[config.mk]
export PLATFORM = sky130hd
export DESIGN_NAME = osd_i2c_sink
export DESIGN_NICKNAME = d
export VERILOG_FILES = /design/src/rtl/osd_i2c_pkg.sv /design/src/rtl/osd_i2c_sync.sv /design/src/rtl/osd_i2c_link.sv /design/src/rtl/osd_i2c_sink.sv
export SDC_FILE = /design/constraint.sdc
export NUM_CORES = 1
export LEC_CHECK = 0
export CAP_MARGIN = 10
export CORE_MARGIN = 4
export CORE_UTILIZATION = 30
export DETAILED_ROUTE_END_ITERATION = 10
export PLACE_DENSITY = 0.61
export SKIP_CTS_REPAIR_TIMING = 1
export SYNTH_ARGS = -nofsm -noshare
export SYNTH_HDL_FRONTEND = slang
export SYNTH_SLANG_ARGS = --single-unit
[constraint.sdc]
create_clock -name clk -period 1.8 [get_ports clk]
set_clock_uncertainty 0.2 [all_clocks]
set_input_delay 0.36 -clock clk [delete_from_list [all_inputs] [get_ports clk]]
set_output_delay 0.36 -clock clk [all_outputs]
set_load 0.01 [all_outputs]
[src/rtl/osd_i2c_pkg.sv]
package osd_i2c_pkg;
    localparam logic [7:0] DEV_ADDR   = 8'h7A;
    localparam int         ROW_W      = 4;
    localparam int         COL_W      = 5;
    localparam int         SYNC_STAGES = 2;
    localparam logic [ROW_W-1:0] CTRL_ROW      = ROW_W'(15);
    localparam logic [COL_W-1:0] GRID_RSVD_COL = COL_W'(30);
    localparam logic [COL_W-1:0] CTRL_LAST_COL = COL_W'(26);

    typedef enum logic [1:0] {LK_IDLE, LK_RX, LK_ACK} lnk_st_e;

    typedef struct packed {
        lnk_st_e    st;
        logic [3:0] cnt;
        logic [7:0] sh;
        logic       addr_ph;
        logic       ack_pend;
        logic       oe;
        logic       vld;
    } lnk_t;

    typedef struct packed {
        logic [1:0]       idx;
        logic             plane;
        logic [ROW_W-1:0] row;
        logic             row_bad;
        logic [COL_W-1:0] col;
        logic             col_bad;
        logic             wr_en;
        logic             wr_plane;
        logic [ROW_W-1:0] wr_row;
        logic [COL_W-1:0] wr_col;
        logic [7:0]       wr_data;
    } ptr_t;
endpackage

[src/rtl/osd_i2c_sync.sv]
module osd_i2c_sync
    import osd_i2c_pkg::*;
(
    input  logic clk,
    input  logic rst_n,
    input  logic scl_i,
    input  logic sda_i,
    output logic scl_lvl,
    output logic sda_lvl,
    output logic scl_rise,
    output logic scl_fall,
    output logic bus_start,
    output logic bus_stop
);
    localparam int N = SYNC_STAGES + 1;

    logic [N-1:0] scl_d, scl_q, sda_d, sda_q;

    always_comb begin
        scl_d = {scl_q[N-2:0], scl_i};
        sda_d = {sda_q[N-2:0], sda_i};
    end

    always_ff @(posedge clk or negedge rst_n) begin
        if (!rst_n) begin
            scl_q <= '1;
            sda_q <= '1;
        end else begin
            scl_q <= scl_d;
            sda_q <= sda_d;
        end
    end

    assign scl_lvl   = scl_q[N-2];
    assign sda_lvl   = sda_q[N-2];
    assign scl_rise  = scl_q[N-2] & ~scl_q[N-1];
    assign scl_fall  = ~scl_q[N-2] & scl_q[N-1];
    assign bus_start = scl_q[N-2] & scl_q[N-1] & sda_q[N-1] & ~sda_q[N-2];
    assign bus_stop  = scl_q[N-2] & scl_q[N-1] & ~sda_q[N-1] & sda_q[N-2];
endmodule

[src/rtl/osd_i2c_link.sv]
module osd_i2c_link
    import osd_i2c_pkg::*;
(
    input  logic       clk,
    input  logic       rst_n,
    input  logic       scl_lvl,
    input  logic       sda_lvl,
    input  logic       scl_rise,
    input  logic       scl_fall,
    input  logic       bus_start,
    input  logic       bus_stop,
    output logic       sda_oe,
    output logic       byte_vld,
    output logic [7:0] byte_val
);
    lnk_t d, q;
    logic [7:0] nb;

    always_comb begin
        d     = q;
        d.vld = 1'b0;
        nb    = {q.sh[6:0], sda_lvl};
        if (bus_start) begin
            d.st       = LK_RX;
            d.cnt      = '0;
            d.addr_ph  = 1'b1;
            d.ack_pend = 1'b0;
            d.oe       = 1'b0;
        end else if (bus_stop) begin
            d.st       = LK_IDLE;
            d.ack_pend = 1'b0;
            d.oe       = 1'b0;
        end else begin
            case (q.st)
                LK_RX: begin
                    if (scl_rise && q.cnt < 4'd8) begin
                        d.sh  = nb;
                        d.cnt = q.cnt + 4'd1;
                        if (q.cnt == 4'd7) begin
                            d.ack_pend = q.addr_ph ? (nb == DEV_ADDR) : 1'b1;
                            d.vld      = ~q.addr_ph;
                        end
                    end else if (scl_fall && q.cnt == 4'd8) begin
                        d.st = q.ack_pend ? LK_ACK : LK_IDLE;
                        d.oe = q.ack_pend;
                    end
                end
                LK_ACK: begin
                    if (scl_fall) begin
                        d.st       = LK_RX;
                        d.oe       = 1'b0;
                        d.cnt      = '0;
                        d.addr_ph  = 1'b0;
                        d.ack_pend = 1'b0;
                    end
                end
                default: ;
            endcase
        end
    end

    always_ff @(posedge clk or negedge rst_n) begin
        if (!rst_n) begin
            q <= '{st: LK_IDLE, cnt: '0, sh: '0, addr_ph: 1'b0,
                   ack_pend: 1'b0, oe: 1'b0, vld: 1'b0};
        end else begin
            q <= d;
        end
    end

    assign sda_oe   = q.oe;
    assign byte_vld = q.vld;
    assign byte_val = q.sh;

    AST_ACK_ONLY_MATCHED: assert property (@(posedge clk) disable iff (!rst_n)
        $rose(q.oe) |-> (!q.addr_ph || q.sh == DEV_ADDR));
    AST_ACK_HELD_SCL_HIGH: assert property (@(posedge clk) disable iff (!rst_n)
        (scl_lvl && $past(scl_lvl) && !bus_start && !bus_stop) |-> $stable(q.oe));
    AST_DATA_AFTER_ADDR: assert property (@(posedge clk) disable iff (!rst_n)
        q.vld |-> (q.st == LK_RX && q.cnt == 4'd8));
endmodule

[src/rtl/osd_i2c_sink.sv]
module osd_i2c_sink
    import osd_i2c_pkg::*;
(
    input  logic             clk,
    input  logic             rst_n,
    input  logic             scl_i,
    input  logic             sda_i,
    output logic             sda_oe,
    output logic             wr_en,
    output logic             wr_plane,
    output logic [ROW_W-1:0] wr_row,
    output logic [COL_W-1:0] wr_col,
    output logic [7:0]       wr_data
);
    logic scl_lvl, sda_lvl, scl_rise, scl_fall, bus_start, bus_stop;
    logic byte_vld;
    logic [7:0] byte_val;

    osd_i2c_sync u_sync (
        .clk(clk), .rst_n(rst_n), .scl_i(scl_i), .sda_i(sda_i),
        .scl_lvl(scl_lvl), .sda_lvl(sda_lvl), .scl_rise(scl_rise),
        .scl_fall(scl_fall), .bus_start(bus_start), .bus_stop(bus_stop)
    );

    osd_i2c_link u_link (
        .clk(clk), .rst_n(rst_n), .scl_lvl(scl_lvl), .sda_lvl(sda_lvl),
        .scl_rise(scl_rise), .scl_fall(scl_fall), .bus_start(bus_start),
        .bus_stop(bus_stop), .sda_oe(sda_oe), .byte_vld(byte_vld),
        .byte_val(byte_val)
    );

    ptr_t d, q;
    logic rsvd;

    always_comb begin
        d       = q;
        d.wr_en = 1'b0;
        rsvd    = (q.row == CTRL_ROW) ? (q.col > CTRL_LAST_COL)
                                      : (q.col == GRID_RSVD_COL);
        if (bus_start) begin
            d.idx = 2'd0;
        end else if (byte_vld) begin
            case (q.idx)
                2'd0: begin
                    d.plane   = byte_val[7];
                    d.row     = byte_val[ROW_W-1:0];
                    d.row_bad = |byte_val[6:ROW_W];
                    d.idx     = 2'd1;
                end
                2'd1: begin
                    d.col     = byte_val[COL_W-1:0];
                    d.col_bad = |byte_val[7:COL_W];
                    d.idx     = 2'd2;
                end
                default: begin
                    d.wr_en    = ~(rsvd | q.row_bad | q.col_bad);
                    d.wr_plane = q.plane;
                    d.wr_row   = q.row;
                    d.wr_col   = q.col;
                    d.wr_data  = byte_val;
                    d.col      = q.col + COL_W'(1);
                end
            endcase
        end
    end

    always_ff @(posedge clk or negedge rst_n) begin
        if (!rst_n) begin
            q <= '0;
        end else begin
            q <= d;
        end
    end

    assign wr_en    = q.wr_en;
    assign wr_plane = q.wr_plane;
    assign wr_row   = q.wr_row;
    assign wr_col   = q.wr_col;
    assign wr_data  = q.wr_data;

    AST_WR_SINGLE_PULSE: assert property (@(posedge clk) disable iff (!rst_n)
        wr_en |=> !wr_en);
    AST_NO_GRID_RSVD: assert property (@(posedge clk) disable iff (!rst_n)
        (wr_en && wr_row != CTRL_ROW) |-> (wr_col != GRID_RSVD_COL));
    AST_CTRL_ROW_LIMIT: assert property (@(posedge clk) disable iff (!rst_n)
        (wr_en && wr_row == CTRL_ROW) |-> (wr_col <= CTRL_LAST_COL));
    AST_NO_WR_WHILE_ACK_RISE: assert property (@(posedge clk) disable iff (!rst_n)
        $rose(sda_oe) |-> !byte_vld);
endmodule

==> run_results.csv, run 1 <==
group,metric,value,unit
status,status,"complete, no violations",
yosys,synth_top_area_share,47.2,%
yosys,synth_edf_count,0,
floorplanning,initial_core_util,30.6,%
placement,port_buffers,23,
floorplanning,dieArea,10400,um^2
clock_network,cts_tree,"yes",
finish,fin_nets,268,
detailed_routing,postRouteAntennaNets,0,
setup_path,worst-path-max-fanout,1,
detailed_routing,firstDrtPassIters,6,
clock_network,cts_buffer_depth,2,
yosys,yosysSeqAreaShare,53.1,%
clock_network,cts_buffers,5,
finish,area_growth,20.5,%
sta,layout_setup_ws,0.0721,ns
grt,grt.total_usage,10.1,%
sta,slew_headroom,68.9,%
flow_run,cap_violations,0,
grt,grt_pass1_vias,1697,
yosys,synthTopCellsByCount,"dfrtp_1 (50), nand2_1 (35), buf_4 (19), mux2_4 (18), o21ai_0 (13)",
yosys,ys_ff_latch,56,
clock_network,clock-sinks,56,
floorplanning,coreArea,8680,um^2
sta,finalSetupViolCount,0,
finish,finalInstanceArea,3200,um^2
pwr,cellLeakagePower,1.79,nW
sta,max_freq,0.579,GHz
grt,grt_max_degree,27,
setup_path,slowest_stage,"clkdlybuf4s50_1",
placement,dp_cells,359,
yosys,synthCells,233,
floorplanning,die_h,102,um
setup_path,arrival,1.17,ns
setup_path,endpoint_kind,"output pin",
clock_network,clock_latency,0.31,ns
finish,fin_util,36.8,%
detailed_routing,drc,0,
sta,hold_viol,0,
setup_path,critPathKind,"flop to output pin",
sta,drv_slew,0,
placement,post-place-ws,0.0460,ns
setup_path,path_buf_inv,1,
yosys,ys_top_cells_by_area,"dfrtp_1 (47%), mux2_4 (10%), dfstp_2 (5.9%), buf_4 (5.4%), nand2_1 (5.0%)",
yosys,yosysMostFrequentCell,"dfrtp_1",
setup_path,critPathTopFamily,"buffers and inverters",
grt,grt_overflow_total,0,
grt,antenna_found_initial,0,
sta,hold_slack,0.158,ns
placement,post-dp-hpwl,3520,um
placement,routabilityCongestion,0.843,
yosys,postSynthAreaPerCell,11.4,um^2
placement,postPlaceCellArea,3020,um^2
detailed_routing,viasPerCell,4.73,
pwr,power_density,763,nW/um^2
setup_path,path_cells,"clkdlybuf4s50_1",
yosys,yosysUniqueCellTypes,43,
sta,min_period,1.73,ns
grt,grt_pass1_wl,8180,um
yosys,ys_warn_count,0,
floorplanning,die_x,102,um
clock_network,h-tree-depth,2,
yosys,synth_area,2650,um^2
yosys,yosys.area.top_type,"dfrtp_1",
yosys,synth_nets,241,
sta,fin_tns_setup,0,ns
pwr,peakVddDrop,351,uV
yosys,synthArstFlopShare,100,%
detailed_routing,drtIter0Drc,76,
setup_path,critical-path-max-stage-delay,0.52,ns
worst_hold_path,holdCritPathClass,"flop to flop",
finish,n_antenna_cell,0,
detailed_routing,drt-total-wl,4980,um
finish,drive_above_1_share,23.4,%
clock_network,cts_root_buf,"clkbuf_8",
yosys,yosys_most_used_dff,"dfrtp_1",
pwr,finalPower,2.44,mW
setup_path,startpoint_type,"flop",
detailed_routing,vias,1746,
sta,worst_slew_pin_slew,0.467,ns
finish,stdcell_count,369,
sta,finalCritPeriodShare,96.0,%
sta,rsz0062_at_grt,"false",
detailed_routing,wl_per_cell,13.5,um
floorplanning,ios,24,
clock_network,clk_pin_slew,0.10,ns
floorplanning,core.rowCount,34,
setup_path,required,1.24,ns
## layout make-up
class	instances	area (um^2)
Clock buffer	6	72.6
Clock inverter	2	16.3
Fill cell	881	5480
Inverter	8	30.0
Multi-Input combinational cell	143	1030
Sequential cell	56	1410
Tap cell	108	135
Timing Repair Buffer	46	503
## cell usage in the layout (no fill, tap or decap), drive strengths merged, types with 2 or more instances in the layout
cell type	instances
dfrtp	50
nand2	35
buf	22
mux2	21
dlymetal6s2s	19
nand3	13
o21ai	13
inv	8
clkbuf	7
nor2	6
a21oi	6
dfstp	6
nor2b	5
nand4	4
ha	4
o211ai	3
nor3	3
clkdlybuf4s50	3
xnor2	2
and2	2
a31oi	2
nor4b	2
a211o	2
o41ai	2
nor3b	2
nand4b	2
and3	2
## state kept, by name, summed over array words and instances, names as in the netlist
name,cells
u_sync.sda_q,3
wr_en,1
u_link.q,7
u_sync.scl_q,3
wr_col,5
u_link.byte_vld,1
wr_row,4
wr_plane,1
wr_data,8
u_link.byte_val,8
q,14
u_link.sda_oe,1
## power breakdown
part / internal (mW) / switching (mW) / leakage [nW]
clock: 0.278 / 0.409 / 0.0414
sequential: 1.35 / 0.0757 / 0.748
combinational: 0.143 / 0.187 / 1.00
## cells by family after synthesis
logic type               count (synthesis)  share of synthesized area [%]
flip-flops                              56                           53.1
adder cells (fa/ha/maj)                  4                           1.89
AND/OR/NAND/NOR                         80                           15.9
buffers and inverters                   34                           8.11
XOR/XNOR                                 2                          0.660
multiplexers                            22                           11.8
AO/OA/AOI/OAI                           35                           8.44
## path summary, 6_finish.rpt
check	endpoint	start	slack, ns	depth (start not counted)
worst max register to register	wr_row[2]	u_sync.scl_q[1]	0.10	4
min in group asynchronous	u_link.q[16]	rst_n	0.32	2
worst min-delay path	u_sync.sda_q[1]	u_sync.sda_q[0]	0.16	0
max in group asynchronous	q[29]	rst_n	0.59	3
worst max-delay path	wr_en	wr_en	0.07	1
worst min register to register	u_sync.sda_q[1]	u_sync.sda_q[0]	0.16	0
## per-layer routing
metal | track usage, % | vias to the layer above | part of all wire [%] | wire [um]
li1 | - | 853 | - | -
met1 | 13.9 | 858 | 49 | 2420
met2 | 15.3 | 27 | 45 | 2250
met3 | 2.46 | 8 | 4.5 | 223
met4 | 3.63 | 0 | 1.5 | 77
met5 | 0 | - | 0 | 0
Note: power is estimated with default switching activity, not from simulation.
==> inputs of run 2 (changes only) <==
- DONT_BUFFER_PORTS: default -> 1
- PLACE_DENSITY: 0.61 -> 0.57
==> run_results.csv, run 2 (synthesis results as in run 1) <==
group,metric,value,unit
setup_path,critical-path-max-stage-delay,0.55,ns
clock_network,cts_tree,"yes",
floorplanning,coreArea,8680,um^2
grt,grt_overflow_total,0,
grt,grt_pass1_wl,8310,um
setup_path,startpoint_type,"flop",
detailed_routing,drtIter0Drc,59,
sta,hold_viol,56,
finish,largest_reg_flops,14,
finish,mostFrequentLayoutCell,"dfrtp_1",
sta,rsz0062_at_grt,"false",
floorplanning,ios,24,
detailed_routing,wl_per_cell,14.1,um
clock_network,cts_root_buf,"clkbuf_8",
pwr,power_frac_comb,10.6,%
pwr,internal-power,1.74,mW
sta,finalSetupViolCount,0,
pwr,clkPwrFrac,29.8,%
grt,antenna_found_initial,0,
finish,fin_nets,241,
floorplanning,die_x,102,um
setup_path,critPathKind,"flop to flop",
setup_path,ff2ff_setup_slack,0.08,ns
clock_network,h-tree-depth,2,
pwr,power.switching,0.671,mW
clock_network,clk_pin_slew,0.11,ns
setup_path,worst-path-max-fanout,14,
finish,area_growth,8.11,%
detailed_routing,viasPerCell,4.76,
pwr,cellLeakagePower,1.33,nW
sta,slew_headroom,76.7,%
detailed_routing,firstDrtPassIters,4,
setup_path,path_buf_inv,1,
placement,post-dp-hpwl,3460,um
setup_path,path_cells,"nand4b_4 -> and3_4 -> buf_12 -> mux2_4",
clock_network,cts_buffer_depth,2,
finish,top_register,"q",
flow_run,cap_violations,0,
worst_hold_path,holdCritPathClass,"input port to asynchronous set/reset pin",
setup_path,endpoint_kind,"flop",
clock_network,cts_buffers,5,
sta,min_period,1.72,ns
grt,grt_max_degree,57,
pwr,power_density,842,nW/um^2
floorplanning,core.rowCount,34,
placement,routabilityCongestion,0.848,
detailed_routing,drc,0,
clock_network,clock-sinks,56,
sta,fin_tns_setup,0,ns
finish,final_cell_mix,"dfrtp_1 (50), nand2_1 (34), mux2_4 (18)",
sta,drv_slew,0,
grt,grt_pass1_vias,1674,
setup_path,critPathTopFamily,"flip-flops",
floorplanning,initial_core_util,30.6,%
pwr,peakVddDrop,367,uV
detailed_routing,vias,1627,
pwr,pwr-share-seq,59.7,%
sta,worst_slew_pin_slew,0.349,ns
finish,finalInstanceArea,2870,um^2
finish,n_antenna_cell,0,
floorplanning,die_h,102,um
finish,fin_util,33.0,%
detailed_routing,postRouteAntennaNets,0,
grt,grt.total_usage,10.1,%
finish,drive_above_1_share,24.8,%
sta,max_freq,0.581,GHz
placement,port_buffers,0,
status,violations,"hold timing",
placement,postPlaceCellArea,2740,um^2
detailed_routing,drt-total-wl,4820,um
sta,hold_slack,-0.479,ns
floorplanning,dieArea,10400,um^2
sta,finalCritPeriodShare,95.6,%
status,status,"complete, but fails checks",
setup_path,required,1.80,ns
setup_path,arrival,1.72,ns
clock_network,clock_latency,0.31,ns
setup_path,slowest_stage,"dfstp_2",
pwr,swShare,27.8,%
[run 2: cell types whose count changed in the layout (fill, tap and decap cells not counted), moves of 2 or more]
cell	change
dlymetal6s2s_1	-19
clkdlybuf4s50_1	-3
buf_12	-2
buf_4	-2
[run 2: path summary, 6_finish.rpt]
| check | cells past startpoint | from | to |
|---|---|---|---|
| max | 4 | u_sync.sda_q[1] | wr_data[2] |
| min | 0 | rst_n | wr_col[1] |
| max reg2reg | 4 | u_sync.sda_q[1] | wr_data[2] |
| min reg2reg | 0 | u_sync.sda_q[0] | u_sync.sda_q[1] |
| max in group asynchronous | 0 | rst_n | u_sync.sda_q[2] |
| min in group clk | 0 | u_sync.sda_q[0] | u_sync.sda_q[1] |
[run 2: routing by layer]
layer	share of wire (%)	wire, um	track usage, %	up-vias
li1	-	-	-	799
met1	48	2300	13.2	794
met2	47	2240	15.6	27
met3	4.0	194	2.94	7
met4	1.7	82	3.94	0
met5	0	0	0	-
[run 2: final cells by class]
cell class	count	area (um^2)
clock inverter	3	26.3
inverter	8	30.0
fill	901	5810
sequential	56	1410
timing repair buffer	19	160
clock buffer	5	68.8
tap	108	135
multi-input combinational	143	1040
[run 2: metrics by stage]
stage               power [mW]  instances  worst slack [ns]
finish                    2.42        342            0.0788
CTS                       2.46        340            0.0502
global placement          1.71        332            0.0839
global route              2.57        342            0.0104
floorplan                 1.60        233            0.0319
detailed placement        1.72        332            0.0633
[run 2: power by group through the flow]
stage / Clock, mW / Sequential [mW] / Combinational (mW)
after global routing: 0.804 / 1.46 / 0.305
final: 0.719 / 1.44 / 0.255
after floorplan: 0 / 1.45 / 0.143
after CTS: 0.756 / 1.44 / 0.258
after global placement: 0 / 1.46 / 0.249
after detailed placement: 0 / 1.47 / 0.258
==> inputs of run 3 (changes only) <==
- CTS_CLUSTER_SIZE: default -> 16
==> results of run 3 <==
Final layout, timing and power as in run 2 (identical DEF).
